[config.mk]
export PLATFORM = sky130hd
export DESIGN_NAME = pgmap_decoder
export DESIGN_NICKNAME = d
export VERILOG_FILES = /design/src/rtl/pgmap_pkg.sv /design/src/rtl/pgmap_rst_sync.sv /design/src/rtl/pgmap_latch.sv /design/src/rtl/pgmap_region.sv /design/src/rtl/pgmap_xlate.sv /design/src/rtl/pgmap_decoder.sv
export SDC_FILE = /design/constraint.sdc
export NUM_CORES = 1
export LEC_CHECK = 0
export BUFFER_PORTS_ARGS = -buffer_cell sky130_fd_sc_hd__buf_2
export CAP_MARGIN = 20
export CORE_UTILIZATION = 36
export DETAILED_ROUTE_END_ITERATION = 12
export PLACE_DENSITY = 0.78
export SYNTH_ARGS = -nofsm -noshare
export SYNTH_HDL_FRONTEND = slang
export SYNTH_SLANG_ARGS = --single-unit
[constraint.sdc]
create_clock -name clk -period 0.8 [get_ports clk]
set_input_delay 0.04 -clock clk [delete_from_list [all_inputs] [get_ports clk]]
set_output_delay 0.04 -clock clk [all_outputs]
set_load 0.01 [all_outputs]
[src/rtl/pgmap_pkg.sv]
package pgmap_pkg;

  typedef enum logic [1:0] {
    RGN_LOW_WINDOW = 2'd0,
    RGN_UPPER_RAM  = 2'd1,
    RGN_IO         = 2'd2,
    RGN_ROM        = 2'd3
  } region_e;

  localparam int unsigned DEF_ADDR_W    = 16;
  localparam int unsigned DEF_DATA_W    = 8;
  localparam int unsigned DEF_PAGE_BITS = 4;
  localparam int unsigned DEF_BANK_BITS = 3;

endpackage

[src/rtl/pgmap_rst_sync.sv]
module pgmap_rst_sync (
  input  logic clk,
  input  logic arst_n,
  output logic srst_n
);

  logic stage1_q;
  logic stage1_d;
  logic stage2_d;

  always_comb begin
    stage1_d = 1'b1;
    stage2_d = stage1_q;
  end

  always_ff @(posedge clk or negedge arst_n) begin
    if (!arst_n) begin
      stage1_q <= 1'b0;
      srst_n   <= 1'b0;
    end else begin
      stage1_q <= stage1_d;
      srst_n   <= stage2_d;
    end
  end

endmodule

[src/rtl/pgmap_latch.sv]
module pgmap_latch #(
  parameter int unsigned ADDR_W        = pgmap_pkg::DEF_ADDR_W,
  parameter int unsigned DATA_W        = pgmap_pkg::DEF_DATA_W,
  parameter logic [ADDR_W-1:0] REG_ADDR = 16'hEF00,
  parameter bit          QUALIFY_WRITE = 1'b0
) (
  input  logic              clk,
  input  logic              rst_n,
  input  logic              strobe,
  input  logic              rw,
  input  logic [ADDR_W-1:0] addr,
  input  logic [DATA_W-1:0] data,
  output logic [DATA_W-1:0] q
);

  logic              hit;
  logic              load_en;
  logic [DATA_W-1:0] q_next;

  assign hit = strobe && (addr == REG_ADDR);

  generate
    if (QUALIFY_WRITE) begin : g_write_only
      assign load_en = hit && !rw;
    end else begin : g_any_access
      logic unused_rw;
      assign unused_rw = rw;
      assign load_en   = hit;
    end
  endgenerate

  always_comb begin
    q_next = q;
    if (load_en) begin
      q_next = data;
    end
  end

  always_ff @(posedge clk or negedge rst_n) begin
    if (!rst_n) begin
      q <= '0;
    end else begin
      q <= q_next;
    end
  end

  // a strobed access to the register address loads the data bus
  a_r7_capture: assert property (@(posedge clk) disable iff (!rst_n)
    (strobe && addr == REG_ADDR && (!QUALIFY_WRITE || !rw)) |=> (q == $past(data)));

  // any other cycle leaves the register alone
  a_r8_hold: assert property (@(posedge clk) disable iff (!rst_n)
    (!strobe || addr != REG_ADDR) |=> $stable(q));

endmodule

[src/rtl/pgmap_region.sv]
module pgmap_region
  import pgmap_pkg::*;
#(
  parameter int unsigned ADDR_W = DEF_ADDR_W
) (
  input  logic [ADDR_W-1:0] addr,
  input  logic              strobe,
  output region_e           region,
  output logic              ram_cs_n,
  output logic              io_cs_n,
  output logic              rom_cs_n
);

  localparam int unsigned NIB_LSB = ADDR_W - 4;

  logic [3:0] top_nib;

  assign top_nib = addr[ADDR_W-1:NIB_LSB];

  always_comb begin
    if (!top_nib[3]) begin
      region = RGN_LOW_WINDOW;
    end else if (top_nib == 4'hE) begin
      region = RGN_IO;
    end else if (top_nib == 4'hF) begin
      region = RGN_ROM;
    end else begin
      region = RGN_UPPER_RAM;
    end
  end

  always_comb begin
    ram_cs_n = 1'b1;
    io_cs_n  = 1'b1;
    rom_cs_n = 1'b1;
    if (strobe) begin
      unique case (region)
        RGN_LOW_WINDOW, RGN_UPPER_RAM: ram_cs_n = 1'b0;
        RGN_IO:                        io_cs_n  = 1'b0;
        RGN_ROM:                       rom_cs_n = 1'b0;
        default:                       ram_cs_n = 1'b1;
      endcase
    end
  end

endmodule

[src/rtl/pgmap_xlate.sv]
module pgmap_xlate
  import pgmap_pkg::*;
#(
  parameter int unsigned ADDR_W     = DEF_ADDR_W,
  parameter int unsigned PAGE_BITS  = DEF_PAGE_BITS,
  parameter int unsigned BANK_BITS  = DEF_BANK_BITS,
  parameter int unsigned UPPER_PAGE = 1,
  localparam int unsigned WIN_BITS  = ADDR_W - 1,
  localparam int unsigned OFF_BITS  = ADDR_W - 4,
  localparam int unsigned RAM_AW    = PAGE_BITS + WIN_BITS,
  localparam int unsigned ROM_AW    = BANK_BITS + OFF_BITS
) (
  input  logic [ADDR_W-1:0]    addr,
  input  region_e              region,
  input  logic [PAGE_BITS-1:0] page,
  input  logic [BANK_BITS-1:0] bank,
  output logic [RAM_AW-1:0]    ram_addr,
  output logic [ROM_AW-1:0]    rom_addr
);

  localparam logic [PAGE_BITS-1:0] FIXED_PAGE = PAGE_BITS'(UPPER_PAGE);

  logic [PAGE_BITS-1:0] phys_page;

  always_comb begin
    if (region == RGN_LOW_WINDOW) begin
      phys_page = page;
    end else begin
      phys_page = FIXED_PAGE;
    end
  end

  assign ram_addr = {phys_page, addr[WIN_BITS-1:0]};
  assign rom_addr = {bank, addr[OFF_BITS-1:0]};

endmodule

[src/rtl/pgmap_decoder.sv]
module pgmap_decoder
  import pgmap_pkg::*;
#(
  parameter int unsigned ADDR_W        = DEF_ADDR_W,
  parameter int unsigned DATA_W        = DEF_DATA_W,
  parameter int unsigned PAGE_BITS     = DEF_PAGE_BITS,
  parameter int unsigned BANK_BITS     = DEF_BANK_BITS,
  parameter int unsigned UPPER_PAGE    = 1,
  parameter logic [ADDR_W-1:0] REG_ADDR = 16'hEF00,
  parameter bit          QUALIFY_WRITE = 1'b0,
  localparam int unsigned RAM_AW       = PAGE_BITS + ADDR_W - 1,
  localparam int unsigned ROM_AW       = BANK_BITS + ADDR_W - 4
) (
  input  logic              clk,
  input  logic              rst_n,
  input  logic              bus_strobe,
  input  logic              cpu_rw,
  input  logic [ADDR_W-1:0] cpu_addr,
  input  logic [DATA_W-1:0] cpu_data,
  output logic [RAM_AW-1:0] ram_addr,
  output logic [ROM_AW-1:0] rom_addr,
  output logic              ram_cs_n,
  output logic              rom_cs_n,
  output logic              io_cs_n,
  output logic              led_n
);

  localparam int unsigned BANK_LSB = PAGE_BITS;
  localparam int unsigned BANK_MSB = PAGE_BITS + BANK_BITS - 1;
  localparam int unsigned WIN_BITS = ADDR_W - 1;

  logic              srst_n;
  logic [DATA_W-1:0] page_reg;
  region_e           region;

  pgmap_rst_sync u_rst_sync (
    .clk    (clk),
    .arst_n (rst_n),
    .srst_n (srst_n)
  );

  pgmap_latch #(
    .ADDR_W        (ADDR_W),
    .DATA_W        (DATA_W),
    .REG_ADDR      (REG_ADDR),
    .QUALIFY_WRITE (QUALIFY_WRITE)
  ) u_latch (
    .clk    (clk),
    .rst_n  (srst_n),
    .strobe (bus_strobe),
    .rw     (cpu_rw),
    .addr   (cpu_addr),
    .data   (cpu_data),
    .q      (page_reg)
  );

  pgmap_region #(
    .ADDR_W (ADDR_W)
  ) u_region (
    .addr     (cpu_addr),
    .strobe   (bus_strobe),
    .region   (region),
    .ram_cs_n (ram_cs_n),
    .io_cs_n  (io_cs_n),
    .rom_cs_n (rom_cs_n)
  );

  pgmap_xlate #(
    .ADDR_W     (ADDR_W),
    .PAGE_BITS  (PAGE_BITS),
    .BANK_BITS  (BANK_BITS),
    .UPPER_PAGE (UPPER_PAGE)
  ) u_xlate (
    .addr     (cpu_addr),
    .region   (region),
    .page     (page_reg[PAGE_BITS-1:0]),
    .bank     (page_reg[BANK_MSB:BANK_LSB]),
    .ram_addr (ram_addr),
    .rom_addr (rom_addr)
  );

  assign led_n = page_reg[DATA_W-1];

  // one select per strobed cycle
  a_r9_one_select: assert property (@(posedge clk) disable iff (!srst_n)
    bus_strobe |-> ($countones({ram_cs_n, rom_cs_n, io_cs_n}) == 2));

  // nothing selected between cycles
  a_r9_idle: assert property (@(posedge clk) disable iff (!srst_n)
    !bus_strobe |-> (ram_cs_n && rom_cs_n && io_cs_n));

  // the upper bank ignores the register
  a_r3_upper_fixed: assert property (@(posedge clk) disable iff (!srst_n)
    (!ram_cs_n && cpu_addr[ADDR_W-1])
      |-> (ram_addr[RAM_AW-1:WIN_BITS] == PAGE_BITS'(UPPER_PAGE)));

  // the low window follows the register page field
  a_r2_window: assert property (@(posedge clk) disable iff (!srst_n)
    (!ram_cs_n && !cpu_addr[ADDR_W-1])
      |-> (ram_addr[RAM_AW-1:WIN_BITS] == page_reg[PAGE_BITS-1:0]));

  // I/O range never reaches RAM or EEPROM
  a_r4_io_only: assert property (@(posedge clk) disable iff (!srst_n)
    !io_cs_n |-> (ram_cs_n && rom_cs_n));

endmodule

==> results of run 1 <==
## flip-flops by register name (all words and copies together) (netlist names)
register	flops
u_latch.q	8
u_rst_sync.srst_n	1
u_rst_sync.stage1_q	1
## power by group through the flow
stage,Combinational [µW],Clock (µW),Sequential [µW]
after floorplan,162,0,527
after global placement,278,0,528
after detailed placement,283,0,530
after CTS,309,461,519
after global routing,328,474,521
final,304,442,519
## critical path, stage by stage
cell and delay (ns):
buf_6 0.08, nand4_4 0.09, or2_4 0.23, or3_4 0.48
mux2_4 0.33
## cells in the final DEF, fill, tap and decap left out, drive strengths merged
cell type	instances
and2b	3
nor4	2
clkbuf	4
conb	1
buf	80
nand2	3
mux2	8
inv	1
or3	1
or2	2
dfrtp	10
nand3	1
nand4	2
dlygate4sd3	1
## area by class of cell
| cell class | count | area [µm²] | share of cell area (%) |
|---|---|---|---|
| Timing Repair Buffer | 81 | 510.5 | 46.90 |
| Clock buffer | 4 | 36.28 | 3.333 |
| Tap cell | 25 | 31.28 | 2.874 |
| Inverter | 1 | 3.754 | 0.3448 |
| Multi-Input combinational cell | 23 | 256.5 | 23.56 |
| Sequential cell | 10 | 250.2 | 22.99 |
## cell families (layout without fill, tap and decap cells)
kind of cell	after synthesis	count (layout)	synth area share (%)
buffers and inverters	32	86	33.63
DFF	10	10	35.03
muxes	8	8	16.81
other	1	1	0.5249
and+or+nand+nor	14	14	14.01
## what timing repair did
item,4_1_cts,5_1_grt
setup buffers,3,0
hold buffers,1,0
endpoints found under the hold margin,2,0
pin swaps,3,0
endpoints found under the setup margin,16,16
gates resized for setup,14,1
## final timing paths
kind | from | endpoint | slack, ns
max | cpu_addr[14] | u_latch.q[2]$_DFFE_PN0P_ | -0.31
max in group asynchronous | u_rst_sync.srst_n$_DFF_PN0_ | u_latch.q[4]$_DFFE_PN0P_ | 0.44
min reg2reg | u_rst_sync.srst_n$_DFF_PN0_ | u_latch.q[3]$_DFFE_PN0P_ | 0.13
max reg2reg | u_latch.q[2]$_DFFE_PN0P_ | u_latch.q[2]$_DFFE_PN0P_ | -0.07
min | cpu_data[3] | u_latch.q[3]$_DFFE_PN0P_ | 0.01
min in group asynchronous | rst_n | u_rst_sync.stage1_q$_DFF_PN0_ | 0.09
## layer usage
| layer | up-vias | global-route usage [%] |
|---|---|---|
| met5 | - | 0 |
| met4 | 0 | 5.294 |
| met3 | 0 | 1.569 |
| met2 | 44 | 28.89 |
| met1 | 283 | 13.84 |
| li1 | 289 | - |
## metrics by stage
stage          worst slack (ns)  cell area, µm²  util (%)
2_1_floorplan           -0.4861           748.2         -
3_3_place_gp            -0.6266           957.2     53.13
3_5_place_dp            -0.6461           957.2     53.13
4_1_cts                 -0.3111            1082     60.07
5_1_grt                 -0.3430            1089     60.42
6_report                -0.3078            1089     60.42
==> flow_metrics.env, run 1 <==
export IMPL_cp_arrival_ns=1.25
export IMPL_setup_viol=16
export IMPL_netlist_top_cells_area="dfrtp_1 35%, buf_4 32%, mux2_4 17%, and2b_2 3.7%, nand4_2 1.8%"
export IMPL_wl_mm=1.567
export IMPL_synth_cells=65
export IMPL_clock_sinks=10
export IMPL_p_int_uw=957.7
export IMPL_hp_class="in2reg"
export IMPL_overflow=0
export IMPL_cp_max_fo=8
export IMPL_antenna_found_initial=0
export IMPL_rows=15
export IMPL_outcome="finished, violations left"
export IMPL_root_buffer="clkbuf_4"
export IMPL_n_fill_cell=162
export IMPL_rsz0062_at_grt="yes"
export IMPL_routedWlPerCell_um=10.88
export IMPL_required_ns=0.94
export IMPL_p_sw_share_pct=24.28
export IMPL_yosysTopAreaCellShare_pct=35.03
export IMPL_die_area_um2=2167
export IMPL_dp_hpwl_mm=1.293
export IMPL_yosys_area_top_type="dfrtp_1"
export IMPL_grt_first_pass_wirelength_mm=2.097
export IMPL_ir_worst_vdd_uv=620.9
export IMPL_holdPathStages=2
export IMPL_track_usage_pct=14.12
export IMPL_nets=148
export IMPL_core_area_um2=1802
export IMPL_grt_pass1_vias=507
export IMPL_maxCapViolations=0
export IMPL_drtPass1Iterations=2
export IMPL_grt_max_degree=9
export IMPL_yosys_top_cells_count="30 x buf_4, 10 x dfrtp_1, 8 x mux2_4"
export IMPL_fmax_mhz=902.7
export IMPL_met3WireLength_um=140
export IMPL_leakagePower_uw=0.0006427
export IMPL_synth_seq_area_share_pct=35.03
export IMPL_drt_iter0_markers=5
export IMPL_dp_cells=136
export IMPL_yosys_warnings=0
export IMPL_drcViolationCount=0
export IMPL_netlist_area_um2=714.4
export IMPL_drtAntennaViolNets=0
export IMPL_power_frac_clock_pct=35.0
export IMPL_fin_tns_setup_ns=-3.277
export IMPL_period_needed_ns=1.108
export IMPL_yosysMostFrequentCell="buf_4"
export IMPL_diodes=0
export IMPL_finalCritPeriodShare_pct=138.5
export IMPL_critPathKind="in2reg"
export IMPL_critPathLaunchType="primary input"
export IMPL_critPathCaptureType="register"
export IMPL_power_density_nw_per_um2=1162
export IMPL_reg2reg_depth=2
export IMPL_yosys_most_used_dff="dfrtp_1"
export IMPL_clock_latency_ns=0.26
export IMPL_cts_path_max_buffers=2
export IMPL_fp_dieH_um=46.55
export IMPL_htreeDepth=1
export IMPL_die_w_um=46.55
export IMPL_cts_made_buffers=3
export IMPL_syn_nets=93
export IMPL_ys_types=15
export IMPL_start_util_pct=39.65
export IMPL_clk_pin_slew_ns=0.06
export IMPL_stdcell_count=144
export IMPL_synth_edf_count=0
export IMPL_synth_area_per_cell_um2=10.99
export IMPL_seqPwrFrac_pct=41.0
export IMPL_port_buffers=64
export IMPL_wl_met2_um=878
export IMPL_routabilityCongestion=0.7063
export IMPL_power_uw=1265
export IMPL_ios=66
export IMPL_avgViaCountPerCell=4.278
export IMPL_violations="negative setup slack"
export IMPL_met1_length_um=547
export IMPL_switching_power_uw=307.1
export IMPL_vias=616
export IMPL_drv_slew=0
export IMPL_synth_async_sr_flop_share_pct=100.0
export IMPL_layout_drive_gt1_share_pct=84.87
export IMPL_top_layer="met3"
export IMPL_setup_ws_ns=-0.3078
export IMPL_ys_ff_latch=10
export IMPL_clock_skew_ns=0.0008546
export IMPL_p_comb_share_pct=24.0
export IMPL_final_hold_viol_count=0
export IMPL_fin_hold_ws_ns=0.01374
export IMPL_cts_tree="done"
export IMPL_syn2layout_area_growth_pct=52.36
Power figures use the tool's default switching activity.
==> run 2, diff against run 1 <==
--- a/config.mk
+++ b/config.mk
@@ -7,6 +7,7 @@
 export LEC_CHECK = 0
 export BUFFER_PORTS_ARGS = -buffer_cell sky130_fd_sc_hd__buf_2
 export CAP_MARGIN = 20
+export CORE_MARGIN = 5
 export CORE_UTILIZATION = 36
 export DETAILED_ROUTE_END_ITERATION = 12
 export PLACE_DENSITY = 0.78
==> run 2 against run 1 <==
Register-to-register slack got worse by 0.11 ns. Total power rose by 1.8%. Sequential power barely moved. Cell count rose by 4.9%. Count of clock-buffer cells in the layout did not move. Clock power rose by 1%. The run still ends with negative setup slack left. Flip-flop and latch count did not move. Utilization fell by 1.2 points. Cell area rose by 4.6%. Clock skew rose by 0.0026 ns. Non-clock buffer count rose by 5. Critical endpoint is now u_latch.q[1]$_DFFE_PN0P_. Largest power group unchanged.
==> flow_metrics.env, run 2 (synthesis gave the netlist of run 1 again) <==
export IMPL_outcome="finished, violations left"
export IMPL_violations="negative setup slack"
export IMPL_routabilityCongestion=0.6699
export IMPL_hp_class="in2reg"
export IMPL_hold_path_end="u_latch.q[5]$_DFFE_PN0P_"
export IMPL_cts_tree="done"
export IMPL_grt_max_degree=9
export IMPL_hold_path_startpoint="cpu_data[5]"
export IMPL_diodes=0
export IMPL_fp_dieH_um=54.55
export IMPL_dp_hpwl_mm=1.499
export IMPL_drtAntennaViolNets=0
export IMPL_wl_mm=1.854
export IMPL_path_cells="buf_8 > nand4_4 > or2_4 > or3_4 > mux2_4"
export IMPL_top_layer="met4"
export IMPL_clock_latency_ns=0.27
export IMPL_overflow=0
export IMPL_dp_slack_ns=-0.6302
export IMPL_fmax_mhz=905.9
export IMPL_nets=153
export IMPL_dp_cells=137
export IMPL_fin_tns_setup_ns=-3.292
export IMPL_drcViolationCount=0
export IMPL_cts_path_max_buffers=2
export IMPL_holdPathStages=2
export IMPL_critPathCaptureType="register"
export IMPL_top_register="u_latch.q"
export IMPL_crit_path_top_delay_cell="or3_4"
export IMPL_reg_top3="u_latch.q (8), u_rst_sync.srst_n (1), u_rst_sync.stage1_q (1)"
export IMPL_core_area_um2=1922
export IMPL_grt_first_pass_wirelength_mm=2.725
export IMPL_clock_sinks=10
export IMPL_drv_slew=0
export IMPL_start_util_pct=37.17
export IMPL_stdcell_count=151
export IMPL_cts_made_buffers=3
export IMPL_drtPass1Iterations=3
export IMPL_leakagePower_uw=0.0006688
export IMPL_power_density_nw_per_um2=1131
export IMPL_setup_viol=16
export IMPL_fin_area_um2=1139
export IMPL_routedWlPerCell_um=12.28
export IMPL_ios=66
export IMPL_rows=16
export IMPL_clk_pin_slew_ns=0.06
export IMPL_avgViaCountPerCell=4.219
export IMPL_port_buffers=64
export IMPL_setup_ws_ns=-0.3039
export IMPL_met3WireLength_um=238
export IMPL_reg2reg_depth=3
export IMPL_critPathKind="in2reg"
export IMPL_critPathLaunch="cpu_addr[15]"
export IMPL_clock_skew_ns=0.003481
export IMPL_vias=637
export IMPL_final_hold_viol_count=0
export IMPL_rrSetupSlack_ns=-0.18
export IMPL_period_needed_ns=1.104
export IMPL_drt_iter0_markers=3
export IMPL_required_ns=0.95
export IMPL_die_area_um2=2976
export IMPL_maxCapViolations=0
export IMPL_antenna_found_initial=0
export IMPL_track_usage_pct=12.76
export IMPL_ir_worst_vdd_uv=441.4
export IMPL_dpl_cell_area_um2=952.2
export IMPL_rsz0062_at_grt="yes"
export IMPL_critPathLaunchType="primary input"
export IMPL_r2r_start="u_latch.q[1]$_DFFE_PN0P_"
export IMPL_cp_arrival_ns=1.25
export IMPL_finalCritPeriodShare_pct=138.0
export IMPL_largest_reg_flops=8
export IMPL_root_buffer="clkbuf_4"
export IMPL_layout_common_cells="55 x buf_2, 20 x buf_4, 10 x dfrtp_1"
export IMPL_path_delay_family="simple AND/OR/NAND/NOR gates"
export IMPL_syn2layout_area_growth_pct=59.37
export IMPL_htreeDepth=1
export IMPL_cp_max_fo=8
export IMPL_final_common_cell="buf_2"
export IMPL_layout_drive_gt1_share_pct=83.87
export IMPL_r2r_end="u_latch.q[1]$_DFFE_PN0P_"
export IMPL_met1_length_um=670
export IMPL_grt_pass1_vias=694
export IMPL_wl_met2_um=917
export IMPL_slowest_delay_ns=0.48
export IMPL_cp_num_buf_inv=1
export IMPL_die_w_um=54.55
==> run 2: per-layer routing <==
layer | vias up | GRT usage [%]
met5 | - | 0
met2 | 54 | 23.51
li1 | 301 | -
met1 | 279 | 13.22
met4 | 0 | 6.224
met3 | 3 | 3.270
==> run 2: stage by stage <==
step	total power, µW	hold WS [ns]	util, %
floorplan	688.3	-0.2556	-
global placement	807.4	-0.1746	49.54
detailed placement	811.9	-0.1746	49.54
CTS	1300	0.0004452	57.10
global route	1347	0.008525	59.24
finish	1287	0.002921	59.24
==> run 2: area by class of cell <==
type,count,area [µm²]
fill,169,783.3
tap,27,33.78
inverter,1,3.754
multi-input combinational,23,265.3
sequential,10,250.2
clock buffer,4,36.28
timing repair buffer,86,549.3
==> run 2: what timing repair did <==
action	in CTS	in global routing
hold buffers	3	0
pin swaps	3	0
setup buffers	3	4
endpoints found under the setup margin	16	16
gates resized for setup	11	2
endpoints found under the hold margin	4	0
==> run 2: power breakdown <==
group | internal, µW | switching (µW)
Combinational | 179 | 142
Clock | 276 | 171
Sequential | 511 | 8.14
Total | 966 | 321
==> run 2: how the worst max path moves through the flow <==
stage                               end  slack (ns)  cells after the start
6_report       u_latch.q[1]$_DFFE_PN0P_       -0.30                      5
5_1_grt        u_latch.q[6]$_DFFE_PN0P_       -0.33                      5
3_3_place_gp   u_latch.q[5]$_DFFE_PN0P_       -0.62                      5
2_1_floorplan  u_latch.q[0]$_DFFE_PN0P_       -0.49                      5
4_1_cts        u_latch.q[1]$_DFFE_PN0P_       -0.30                      5
3_5_place_dp   u_latch.q[4]$_DFFE_PN0P_       -0.63                      5
